**config.mk**
```make
export PLATFORM = sky130hd
export DESIGN_NAME = mwire_master
export DESIGN_NICKNAME = d
export VERILOG_FILES = /design/src/rtl/mwire_pkg.sv /design/src/rtl/mwire_regs.sv /design/src/rtl/mwire_shift.sv /design/src/rtl/mwire_master.sv
export SDC_FILE = /design/constraint.sdc
export NUM_CORES = 1
export LEC_CHECK = 0
export BUFFER_PORTS_ARGS = -buffer_cell sky130_fd_sc_hd__buf_4
export CORE_MARGIN = 8
export CORE_UTILIZATION = 60
export CTS_BUF_LIST = sky130_fd_sc_hd__clkbuf_16
export CTS_CLUSTER_SIZE = 16
export DETAILED_ROUTE_END_ITERATION = 8
export PLACE_DENSITY = 0.82
export SLEW_MARGIN = 10
export SYNTH_ARGS = -nofsm -noshare
export SYNTH_HDL_FRONTEND = slang
export SYNTH_SLANG_ARGS = --single-unit
```
**constraint.sdc**
```tcl
create_clock -name clk_i -period 7.4 [get_ports clk_i]
set_input_delay 1.48 -clock clk_i [delete_from_list [all_inputs] [get_ports clk_i]]
set_output_delay 1.48 -clock clk_i [all_outputs]
set_load 0.01 [all_outputs]
```
**src/rtl/mwire_pkg.sv**
```systemverilog
package mwire_pkg;
  typedef struct packed {
    logic       chk_rdy;
    logic [1:0] div_sel;
    logic       cs_hi;
    logic       drv_rise;
    logic       smp_fall;
  } mode_t;

  localparam int unsigned MODE_W     = $bits(mode_t);
  localparam int unsigned CMD_RDY    = 15;
  localparam int unsigned CMD_BUSY   = 14;
  localparam int unsigned CMD_START  = 13;
  localparam int unsigned CMD_ASSERT = 12;
  localparam int unsigned CMD_CS_LO  = 10;
  localparam int unsigned CMD_WB_LO  = 5;
  localparam int unsigned CMD_RB_LO  = 0;
  localparam int unsigned CMD_CNT_W  = 5;

  typedef enum logic [1:0] {
    ENG_IDLE  = 2'd0,
    ENG_WAIT  = 2'd1,
    ENG_SHIFT = 2'd2
  } eng_state_e;

  // enable ticks per serial clock half period
  function automatic logic [2:0] half_len(logic [1:0] sel);
    case (sel)
      2'd0:    half_len = 3'd1;
      2'd1:    half_len = 3'd2;
      default: half_len = 3'd4;
    endcase
  endfunction
endpackage

```
**src/rtl/mwire_regs.sv**
```systemverilog
module mwire_regs
  import mwire_pkg::*;
#(
  parameter int unsigned DATA_W = 16,
  parameter int unsigned NUM_CS = 4,
  parameter int unsigned ADDR_W = 3
) (
  input  logic                 clk_i,
  input  logic                 rst_ni,
  input  logic [ADDR_W-1:0]    reg_addr_i,
  input  logic                 reg_wr_i,
  input  logic                 reg_rd_i,
  input  logic [DATA_W-1:0]    reg_wdata_i,
  output logic [DATA_W-1:0]    reg_rdata_o,
  input  logic                 busy_i,
  input  logic                 rx_done_i,
  input  logic [DATA_W-1:0]    rxd_i,
  output logic                 start_o,
  output mode_t                mode_o,
  output logic [CMD_CNT_W-1:0] wbits_o,
  output logic [CMD_CNT_W-1:0] rbits_o,
  output logic [DATA_W-1:0]    txd_o,
  output logic [NUM_CS-1:0]    cs_o,
  output logic [NUM_CS-1:0]    cs_hi_o,
  output logic                 rdy_o
);
  localparam int unsigned CS_W  = $clog2(NUM_CS);
  localparam int unsigned SET_N = (NUM_CS + 1) / 2;
  localparam int unsigned FLD_W = 2 * MODE_W;
  localparam int unsigned SET_BASE = 2;

  logic [FLD_W-1:0]     setup_q [SET_N];
  logic [DATA_W-1:0]    tx_q;
  logic [CS_W-1:0]      cs_sel_q;
  logic                 cs_on_q;
  logic [CMD_CNT_W-1:0] wcnt_q, rcnt_q;
  logic                 rdy_q;
  mode_t                mode_vec [NUM_CS];

  logic cmd_wr, rx_rd;
  logic [CS_W-1:0] cmd_cs;
  assign cmd_wr = reg_wr_i && (reg_addr_i == ADDR_W'(1)) && !busy_i;
  assign rx_rd  = reg_rd_i && (reg_addr_i == ADDR_W'(0));
  assign cmd_cs = reg_wdata_i[CMD_CS_LO +: CS_W];

  assign wbits_o = reg_wdata_i[CMD_WB_LO +: CMD_CNT_W];
  assign rbits_o = reg_wdata_i[CMD_RB_LO +: CMD_CNT_W];
  assign start_o = cmd_wr && reg_wdata_i[CMD_START] && ((wbits_o != '0) || (rbits_o != '0));
  assign mode_o  = mode_vec[cmd_cs];
  assign txd_o   = tx_q;
  assign rdy_o   = rdy_q;

  for (genvar s = 0; s < SET_N; s++) begin : g_setup
    always_ff @(posedge clk_i or negedge rst_ni) begin
      if (!rst_ni) setup_q[s] <= '0;
      else if (reg_wr_i && reg_addr_i == ADDR_W'(SET_BASE + s))
        setup_q[s] <= reg_wdata_i[FLD_W-1:0];
    end
  end

  for (genvar i = 0; i < NUM_CS; i++) begin : g_cs
    assign mode_vec[i] = mode_t'(setup_q[i/2][(i%2)*MODE_W +: MODE_W]);
    assign cs_hi_o[i]  = mode_vec[i].cs_hi;
    assign cs_o[i]     = ~((cs_on_q && cs_sel_q == CS_W'(i)) ^ mode_vec[i].cs_hi);
  end

  always_ff @(posedge clk_i or negedge rst_ni) begin
    if (!rst_ni) begin
      tx_q     <= '0;
      cs_sel_q <= '0;
      cs_on_q  <= 1'b0;
      wcnt_q   <= '0;
      rcnt_q   <= '0;
      rdy_q    <= 1'b0;
    end else begin
      if (reg_wr_i && reg_addr_i == ADDR_W'(0)) tx_q <= reg_wdata_i;
      if (cmd_wr) begin
        cs_sel_q <= cmd_cs;
        cs_on_q  <= reg_wdata_i[CMD_ASSERT];
        wcnt_q   <= wbits_o;
        rcnt_q   <= rbits_o;
      end
      // completion wins over a same-cycle clear
      if (rx_done_i)              rdy_q <= 1'b1;
      else if (rx_rd || start_o)  rdy_q <= 1'b0;
    end
  end

  always_comb begin
    reg_rdata_o = '0;
    if (reg_addr_i == ADDR_W'(0)) reg_rdata_o = rxd_i;
    else if (reg_addr_i == ADDR_W'(1))
      reg_rdata_o = {rdy_q, busy_i, 1'b0, cs_on_q, 2'(cs_sel_q), wcnt_q, rcnt_q};
    else
      for (int s = 0; s < SET_N; s++)
        if (reg_addr_i == ADDR_W'(SET_BASE + s)) reg_rdata_o = DATA_W'(setup_q[s]);
  end
endmodule

```
**src/rtl/mwire_shift.sv**
```systemverilog
module mwire_shift
  import mwire_pkg::*;
#(
  parameter int unsigned DATA_W = 16
) (
  input  logic                 clk_i,
  input  logic                 rst_ni,
  input  logic                 sclk_en_i,
  input  logic                 start_i,
  input  mode_t                mode_i,
  input  logic [CMD_CNT_W-1:0] wbits_i,
  input  logic [CMD_CNT_W-1:0] rbits_i,
  input  logic [DATA_W-1:0]    txd_i,
  input  logic                 sdi_i,
  output logic                 busy_o,
  output logic                 wait_o,
  output logic                 done_o,
  output logic                 rx_done_o,
  output logic [DATA_W-1:0]    rxd_o,
  output logic                 sclk_o,
  output logic                 sdo_o
);
  localparam int unsigned CNT_W  = $clog2(DATA_W) + 1;
  localparam int unsigned EDGE_W = CNT_W + 1;

  eng_state_e         state_q;
  mode_t              mode_q;
  logic [CNT_W-1:0]   wb_q;
  logic [EDGE_W-1:0]  tot_q, edge_q, last_edge;
  logic [2:0]         dcnt_q;
  logic [DATA_W-1:0]  sh_q, rx_q;
  logic               rd_q, sclk_q, sdo_q, done_q;

  logic [CNT_W-1:0]   cw, cr, bitn;
  logic               rising, tick;

  assign cw = (CNT_W'(wbits_i) > CNT_W'(DATA_W)) ? CNT_W'(DATA_W) : CNT_W'(wbits_i);
  assign cr = (CNT_W'(rbits_i) > CNT_W'(DATA_W)) ? CNT_W'(DATA_W) : CNT_W'(rbits_i);
  assign last_edge = EDGE_W'({tot_q[EDGE_W-2:0], 1'b0} - EDGE_W'(1));
  assign bitn   = edge_q[EDGE_W-1:1];
  assign rising = !edge_q[0];
  assign tick   = sclk_en_i && (dcnt_q == half_len(mode_q.div_sel) - 3'd1);

  assign busy_o    = (state_q != ENG_IDLE);
  assign wait_o    = (state_q == ENG_WAIT);
  assign done_o    = done_q;
  assign rx_done_o = done_q && rd_q;
  assign rxd_o     = rx_q;
  assign sclk_o    = sclk_q;
  assign sdo_o     = sdo_q;

  always_ff @(posedge clk_i or negedge rst_ni) begin
    if (!rst_ni) begin
      state_q <= ENG_IDLE;
      mode_q  <= '0;
      wb_q    <= '0;
      tot_q   <= '0;
      edge_q  <= '0;
      dcnt_q  <= '0;
      sh_q    <= '0;
      rx_q    <= '0;
      rd_q    <= 1'b0;
      sclk_q  <= 1'b0;
      sdo_q   <= 1'b0;
      done_q  <= 1'b0;
    end else begin
      done_q <= 1'b0;
      case (state_q)
        ENG_IDLE: if (start_i) begin
          mode_q <= mode_i;
          wb_q   <= cw;
          tot_q  <= EDGE_W'(cw) + EDGE_W'(cr);
          edge_q <= '0;
          dcnt_q <= '0;
          rx_q   <= '0;
          rd_q   <= (cr != '0);
          sclk_q <= 1'b0;
          // falling-edge drive needs the first bit set up before the first rise
          if (cw != '0 && !mode_i.drv_rise) begin
            sdo_q <= txd_i[DATA_W-1];
            sh_q  <= txd_i << 1;
          end else begin
            sdo_q <= 1'b0;
            sh_q  <= txd_i;
          end
          state_q <= mode_i.chk_rdy ? ENG_WAIT : ENG_SHIFT;
        end
        ENG_WAIT: if (!sdi_i) state_q <= ENG_SHIFT;
        ENG_SHIFT: if (sclk_en_i) begin
          if (!tick) dcnt_q <= dcnt_q + 3'd1;
          else begin
            dcnt_q <= '0;
            sclk_q <= rising;
            if (mode_q.drv_rise && rising) begin
              if (bitn < wb_q) begin
                sdo_q <= sh_q[DATA_W-1];
                sh_q  <= sh_q << 1;
              end else sdo_q <= 1'b0;
            end
            if (!mode_q.drv_rise && !rising) begin
              if (EDGE_W'(bitn) + EDGE_W'(1) < EDGE_W'(wb_q)) begin
                sdo_q <= sh_q[DATA_W-1];
                sh_q  <= sh_q << 1;
              end else sdo_q <= 1'b0;
            end
            if ((rising != mode_q.smp_fall) && (bitn >= wb_q))
              rx_q <= {rx_q[DATA_W-2:0], sdi_i};
            if (edge_q == last_edge) begin
              state_q <= ENG_IDLE;
              done_q  <= 1'b1;
            end else edge_q <= edge_q + EDGE_W'(1);
          end
        end
        default: state_q <= ENG_IDLE;
      endcase
    end
  end
endmodule

```
**src/rtl/mwire_master.sv**
```systemverilog
module mwire_master
  import mwire_pkg::*;
#(
  parameter int unsigned DATA_W = 16,
  parameter int unsigned NUM_CS = 4,
  parameter int unsigned ADDR_W = 3
) (
  input  logic              clk_i,
  input  logic              rst_ni,
  input  logic              sclk_en_i,
  input  logic [ADDR_W-1:0] reg_addr_i,
  input  logic              reg_wr_i,
  input  logic              reg_rd_i,
  input  logic [DATA_W-1:0] reg_wdata_i,
  output logic [DATA_W-1:0] reg_rdata_o,
  input  logic              sdi_i,
  output logic              sdo_o,
  output logic              sclk_o,
  output logic [NUM_CS-1:0] cs_o
);
  logic                 eng_busy, eng_wait, eng_done, eng_rx_done, eng_start, rx_rdy;
  mode_t                start_mode;
  logic [CMD_CNT_W-1:0] start_wb, start_rb;
  logic [DATA_W-1:0]    tx_word, rx_word;
  logic [NUM_CS-1:0]    cs_hi_vec;

  mwire_regs #(.DATA_W(DATA_W), .NUM_CS(NUM_CS), .ADDR_W(ADDR_W)) u_regs (
    .clk_i       (clk_i),
    .rst_ni      (rst_ni),
    .reg_addr_i  (reg_addr_i),
    .reg_wr_i    (reg_wr_i),
    .reg_rd_i    (reg_rd_i),
    .reg_wdata_i (reg_wdata_i),
    .reg_rdata_o (reg_rdata_o),
    .busy_i      (eng_busy),
    .rx_done_i   (eng_rx_done),
    .rxd_i       (rx_word),
    .start_o     (eng_start),
    .mode_o      (start_mode),
    .wbits_o     (start_wb),
    .rbits_o     (start_rb),
    .txd_o       (tx_word),
    .cs_o        (cs_o),
    .cs_hi_o     (cs_hi_vec),
    .rdy_o       (rx_rdy)
  );

  mwire_shift #(.DATA_W(DATA_W)) u_shift (
    .clk_i     (clk_i),
    .rst_ni    (rst_ni),
    .sclk_en_i (sclk_en_i),
    .start_i   (eng_start),
    .mode_i    (start_mode),
    .wbits_i   (start_wb),
    .rbits_i   (start_rb),
    .txd_i     (tx_word),
    .sdi_i     (sdi_i),
    .busy_o    (eng_busy),
    .wait_o    (eng_wait),
    .done_o    (eng_done),
    .rx_done_o (eng_rx_done),
    .rxd_o     (rx_word),
    .sclk_o    (sclk_o),
    .sdo_o     (sdo_o)
  );
endmodule

```
==> impl_results.md, run 1 <==
- #FFs+latches synth: 115
- Post-Synth Simple-Gate Area: 0.1060
- Die height: 118.1 microns
- WS Path Type: primary input to primary output
- Status: finished clean
- Worst path arrival time: 2.62 ns
- Worst setup SP type: primary input
- Setup Skew: 0.007989 ns
- Tmin final: 4.105 ns
- Worst-path fanout max: 19
- Setup slack, reg-to-reg: 3.69 ns
- Final hold viol count: 0
- H-tree depth: 4
- Setup-failing EPs final: 0
- Area grow syn2layout: 15.58%
- Syn_area_per_cell: 11.52 sq um
- CTS tree: yes
- Most used cell, CP: buf_4
- Initial antenna violation count: 0
- Crit. End Element: primary output
- Largest family of logic cells by synthesized area: multiplexers
- Adder-Cell Fraction of Synth Area: 0.04121
- CP max stage delay: 0.54 ns
- Unique cell type count in the Yosys netlist: 54
- Post_cts resized: 0
- GRT Total Usage: 0.2238
- Async SR Flop Fraction: 1.000
- Per-cell routed wire length: 21.06 microns
- Leakage: 3.296 nW
- Seq/Total Area, Yosys: 0.4601
- Most common cell after layout, fill and taps aside: dfrtp_1
- Rel. slew slack: 0.2118
- HP Class: flip-flop to flip-flop
- Clk sinks: 115
- Total number of vias: 4524
- Mapped Nets: 588
- Max-slew violations: 0
- Post-CTS setup buffers: 0
- I/O Buffers: 46
- Buffers & Inverters on Critical Path: 2
- CTS root buf: clkbuf_16
- 1st-iter DRT viols: 306
- CTS Buf Count: 17
- Drt pass-1 iters: 5
- Total power per unit cell area: 359.4 nW/um^2
- Core area: 10230 sq um
- CTS Hold Buffers Added: 0
- Synth Cell Area: 6255 sq um
- Layout fillers: 671
- FMAX: 243.6 MHz
- Vias in the first global route: 4721
- Max-Cap Viols: 0
- DRC Markers: 0
- Post-synthesis mux area share: 0.2226
- Most frequent cells in the layout: dfrtp_1 (115), mux2_2 (71), buf_4 (49), nand2_1 (48), inv_1 (28)
- Top delay family on crit path: multiplexers
- Slowest cell on crit path: mux4_2
- Post-synth EDFFs: 0
- N_diodes: 0
- Die W: 118.1 microns
- Sum Neg Setup Slack: 0 ns
- Worst-path clk slew: 0.05 ns
- Final GP Congestion: 0.8937
- Compound-Gate Fraction of Synth Area: 0.09522
- Post-synthesis xor/xnor area fraction: 0.03181
- Std-Cell Rows: 37
- Cells along the critical path: buf_4, mux4_2, nor2b_1, buf_4
- First-pass GRT wire length: 24.94 mm
- Synth Flop Type: dfrtp_1
- Tightest Pin Transition: 1.182 ns
- Cells after Synth: 543
- Antenna Nets Post-Route: 0
- Fraction of layout cells with a size suffix above 1: 0.2932
- GRT overflow: 0
- Layout Nets: 622
- HPWL Detailed: 10.03 mm
- Warnings, synthesis: 0
- Max VDD drop: 227.6 uV
- Die footprint: 13950 sq um
- Clk buf depth: 2
- I/O pin count: 47
- Clock insertion delay at the later pin of the skew report: 0.41 ns
- Post-Route WL: 15.29 mm
- CP required: 5.92 ns
- Pin count of the biggest net entering global routing: 75
- RSZ-0062 raised after global routing: no
- Final core utilization: 0.7066
- Vias per cell: 6.231
- Starting utilization of the core area: 0.6113
- Period utilization: 0.5547
==> area by class of cell <==
type | count | area, sq um | area share
clock buffer | 17 | 425.4 | 0.05884
timing repair buffer | 49 | 367.9 | 0.05088
clock inverter | 15 | 163.9 | 0.02267
multi-input combinational | 366 | 3119 | 0.4315
sequential | 115 | 2878 | 0.3981
tap | 136 | 170.2 | 0.02354
inverter | 28 | 105.1 | 0.01454
==> metal layers <==
| metal | vias to the layer above | share of wire | track usage |
|---|---|---|---|
| li1 | 2003 | - | - |
| met1 | 2322 | 0.43 | 0.2807 |
| met2 | 176 | 0.49 | 0.3652 |
| met3 | 23 | 0.068 | 0.07002 |
| met4 | 0 | 0.015 | 0.06485 |
| met5 | - | 0 | 0 |
==> stage by stage <==
step | cell area (sq um) | hold WS (ns) | setup slack, ns | total power, W | instances
floorplan | 6255 | 0.4395 | 3.015 | 0.001524 | 543
global placement | 6640 | 0.4448 | 3.135 | 0.001720 | 694
detailed placement | 6640 | 0.4597 | 3.059 | 0.001758 | 694
CTS | 7229 | 0.4718 | 3.290 | 0.002595 | 726
global route | 7229 | 0.4953 | 3.143 | 0.002722 | 726
finish | 7229 | 0.4631 | 3.295 | 0.002598 | 726
==> where the power goes <==
group | internal (W) | switching, W
Combinational | 0.000400 | 0.000389
Sequential | 0.000810 | 0.000175
Clock | 0.000525 | 0.000299
==> registers in the layout, indices dropped and copies added, names as in the netlist, 2 cells and up <==
signal / cells
u_regs.cs_hi_o: 4
u_regs.cs_sel_q: 2
u_regs.mode_vec: 20
u_regs.rcnt_q: 5
u_regs.txd_o: 16
u_regs.wcnt_q: 5
u_shift.dcnt_q: 3
u_shift.edge_q: 6
u_shift.mode_q: 4
u_shift.rxd_o: 16
u_shift.sh_q: 16
u_shift.state_q: 2
u_shift.tot_q: 5
u_shift.wb_q: 5
==> worst paths after layout <==
check / depth (start not counted) / start / end
setup / recovery: 4 / reg_addr_i[1] / reg_rdata_o[7]
hold / removal: 1 / u_shift.done_o$_DFF_PN0_ / u_regs.rdy_o$_DFFE_PN0P_
setup reg to reg: 5 / u_shift.state_q[1]$_DFFE_PN0P_ / u_shift.sh_q[0]$_DFFE_PN0P_
hold reg to reg: 1 / u_shift.done_o$_DFF_PN0_ / u_regs.rdy_o$_DFFE_PN0P_
max in group asynchronous: 2 / rst_ni / u_shift.sh_q[14]$_DFFE_PN0P_
min in group asynchronous: 1 / rst_ni / u_shift.rxd_o[15]$_DFFE_PN0P_
==> cells by family after synthesis <==
| family | count (synthesis) |
|---|---|
| buffers and inverters | 62 |
| adders and majority gates | 20 |
| and+or+nand+nor | 134 |
| xor gates and xnor gates | 21 |
| AOI/OAI and AO/OA | 82 |
| DFF | 115 |
| muxes | 109 |
==> synthesized netlist by cell type, types with 2 or more instances <==
master,instances,share of area
a2111oi_0,2,0.0028
a211oi_1,2,0.0024
a21o_1,3,0.0036
a21oi_1,13,0.010
a22oi_1,15,0.018
a31oi_1,2,0.0020
a32o_1,2,0.0032
and2_1,3,0.0030
and3_1,2,0.0020
buf_1,4,0.0024
buf_2,4,0.0032
buf_6,2,0.0036
clkbuf_1,23,0.014
dfrtp_1,115,0.46
ha_1,19,0.038
inv_1,28,0.017
mux2_2,71,0.13
mux2i_1,21,0.034
mux4_2,17,0.061
nand2_1,48,0.029
nand2b_1,6,0.0060
nand3_1,8,0.0064
nand4_1,3,0.0030
nor2_1,22,0.013
nor2b_1,23,0.023
nor3_1,7,0.0056
o211a_1,2,0.0032
o21ai_0,16,0.013
o2bb2ai_1,14,0.020
o31ai_1,3,0.0036
or4_1,2,0.0024
xnor2_1,13,0.018
xor2_1,7,0.0098
No activity file was read; power rests on OpenSTA's default activity.
==> run 2: changes to the inputs <==
==> constraint.sdc (replaced) <==
create_clock -name clk_i -period 4.21 [get_ports clk_i]
set_input_delay 0.842 -clock clk_i [delete_from_list [all_inputs] [get_ports clk_i]]
set_output_delay 0.842 -clock clk_i [all_outputs]
set_load 0.01 [all_outputs]
==> run 2 against run 1 <==
Core utilization rose by 0.70 points; setup slack worse by 2.2 ns; final area increased by 0.99%; clock power rose by 87%; via count rose by 2.3%; critical path depth grew 4; count of clock-buffer cells in the layout unchanged; cell count grew 0.55%; sequential share of layout area fell by 0.39 points; first-iteration DRC count decreased by 3.3%; register-to-register slack got worse by 2.5 ns; critical endpoint is now u_shift.sh_q[0]$_DFFE_PN0P_; largest cell class unchanged; largest power group unchanged.
==> impl_results.md, run 2 (synthesis gave the netlist of run 1 again) <==
- Status: finished clean
- Tightest Pin Transition: 1.176 ns (-0.005864 ns)
- Reg-to-reg critical path endpoint: u_shift.sh_q[0]$_DFFE_PN0P_
- HP Class: flip-flop to flip-flop
- Worst path arrival time: 3.41 ns (+0.79 ns)
- Total number of vias: 4630 (+2.3%)
- CP Launch Point: u_shift.mode_q[4]$_DFFE_PN0P_
- Std-Cell Rows: 37 (unchanged)
- Starting utilization of the core area: 0.6113 (unchanged)
- Setup slack, reg-to-reg: 1.14 ns (-2.55 ns)
- WS Path Type: flip-flop to flip-flop
- Sum Neg Setup Slack: 0 ns (unchanged)
- Most common cell after layout, fill and taps aside: dfrtp_1
- Leakage: 3.343 nW (+1.4%)
- Period utilization: 0.7286
- Clk sinks: 115 (unchanged)
- Crit. End Element: flip-flop
- CTS root buf: clkbuf_16
- Final hold viol count: 0 (unchanged)
- Total power per unit cell area: 643.2 nW/um^2 (+79%)
- Vias per cell: 6.342 (+1.8%)
- Post_cts resized: 0 (unchanged)
- HPWL Detailed: 10.55 mm (+5.1%)
- I/O Buffers: 46 (unchanged)
- Antenna Nets Post-Route: 0 (unchanged)
- Crit path to: u_shift.sh_q[0]$_DFFE_PN0P_
- I/O pin count: 47 (unchanged)
- Worst R2R Path Depth: 8 (+3)
- 1st-iter DRT viols: 296 (-3.3%)
- Initial antenna violation count: 0 (unchanged)
- Fraction of layout cells with a size suffix above 1: 0.3013 (+0.008126)
- N_diodes: 0 (unchanged)
- Hold Crit Start: u_shift.done_o$_DFF_PN0_
- Pin count of the biggest net entering global routing: 69 (-8.0%)
- CTS Hold Buffers Added: 0 (unchanged)
- Vias in the first global route: 4786 (+1.4%)
- Die height: 118.1 microns (unchanged)
- Worst setup SP type: flip-flop
- Setup Skew: 0.01526 ns (+0.007268 ns)
- Post-CTS setup buffers: 0 (unchanged)
- GRT overflow: 0 (unchanged)
- RSZ-0062 raised after global routing: no
- Final core utilization: 0.7136 (+0.006971)
- CTS tree: yes
- Die W: 118.1 microns (unchanged)
- Final GP Congestion: 0.8505 (-4.8%)
- GRT Total Usage: 0.2314 (+0.007557)
- Post-Route WL: 15.94 mm (+4.3%)
- Clock insertion delay at the later pin of the skew report: 0.41 ns (about the same)
- Worst-path fanout max: 15 (-4)
- Max FFs per register: 20 (unchanged)
- Rel. slew slack: 0.2128 (+0.001012)
- CTS Buf Count: 17 (unchanged)
- Core area: 10230 sq um (unchanged)
- Area grow syn2layout: 16.72%
- Drt pass-1 iters: 5 (unchanged)
- DRC Markers: 0 (unchanged)
- Critical R2R Launch: u_shift.mode_q[4]$_DFFE_PN0P_
- Max-Cap Viols: 0 (unchanged)
- Clk buf depth: 2 (unchanged)
- First-pass GRT wire length: 25.92 mm (+3.9%)
- Most frequent cells in the layout: dfrtp_1 (115), mux2_2 (71), buf_4 (53), nand2_1 (48), inv_1 (29)
- FMAX: 326.0 MHz
- H-tree depth: 4 (unchanged)
- Setup-failing EPs final: 0 (unchanged)
- Per-cell routed wire length: 21.84 microns (+3.7%)
- Worst-path clk slew: 0.06 ns (about the same)
- Max VDD drop: 394.1 uV (+73%)
- CP required: 4.55 ns (-1.37 ns)
- Layout Nets: 626 (+0.64%)
- Tmin final: 3.068 ns
- Die footprint: 13950 sq um (unchanged)
- Max-slew violations: 0 (unchanged)
==> run 2: final cells by class <==
cell class	count	area [sq um]
Fill cell	643	2930
Multi-Input combinational cell	366	3119
Inverter	28	105.1
Timing Repair Buffer	53	397.9
Sequential cell	115	2878
Clock inverter	15	205.2
Tap cell	136	170.2
Clock buffer	17	425.4
==> run 2: stage by stage <==
step	hold slack, ns	cell area (sq um)	std cells	setup WS [ns]	power [W]
after CTS	0.4788	7301	730	1.209	0.004691
after floorplan	0.4395	6255	543	1.101	0.002679
after global routing	0.4845	7301	730	1.022	0.004913
final	0.4642	7301	730	1.142	0.004696
after global placement	0.4664	6670	698	1.126	0.003029
after detailed placement	0.4733	6670	698	1.098	0.003126
==> run 2: worst min path at each step <==
stage	end	slack, ns	cells past startpoint
4_1_cts	u_regs.rdy_o$_DFFE_PN0P_	0.48	1
6_report	u_regs.rdy_o$_DFFE_PN0P_	0.46	1
3_5_place_dp	u_shift.rd_q$_DFFE_PN0P_	0.47	2
5_1_grt	u_regs.rdy_o$_DFFE_PN0P_	0.48	1
2_1_floorplan	u_regs.rdy_o$_DFFE_PN0P_	0.44	1
3_3_place_gp	u_regs.rdy_o$_DFFE_PN0P_	0.47	1
==> run 2: critical path, stage by stage, from the launching register on <==
cell and delay [ns]:
dfrtp_1 0.43, or2_2 0.32, ha_1 0.31, xor2_1 0.17, o2111ai_4 0.18, or2_1 0.36
a21oi_1 0.10, nor2_1 0.90, a32o_1 0.23
==> run 2: metal layers <==
| layer | share of wire | vias up | GRT usage |
|---|---|---|---|
| met3 | 0.064 | 31 | 0.05420 |
| li1 | - | 2032 | - |
| met5 | 0 | - | 0 |
| met4 | 0.018 | 0 | 0.08647 |
| met2 | 0.50 | 205 | 0.3787 |
| met1 | 0.42 | 2362 | 0.2933 |
==> run 2: where the power goes <==
part / internal, W / switching [W] / leakage (nW) / total [W]
Sequential: 0.00142 / 0.000316 / 1.45 / 0.00174
Clock: 0.000998 / 0.000544 / 0.308 / 0.00154
Combinational: 0.000714 / 0.000699 / 1.58 / 0.00141
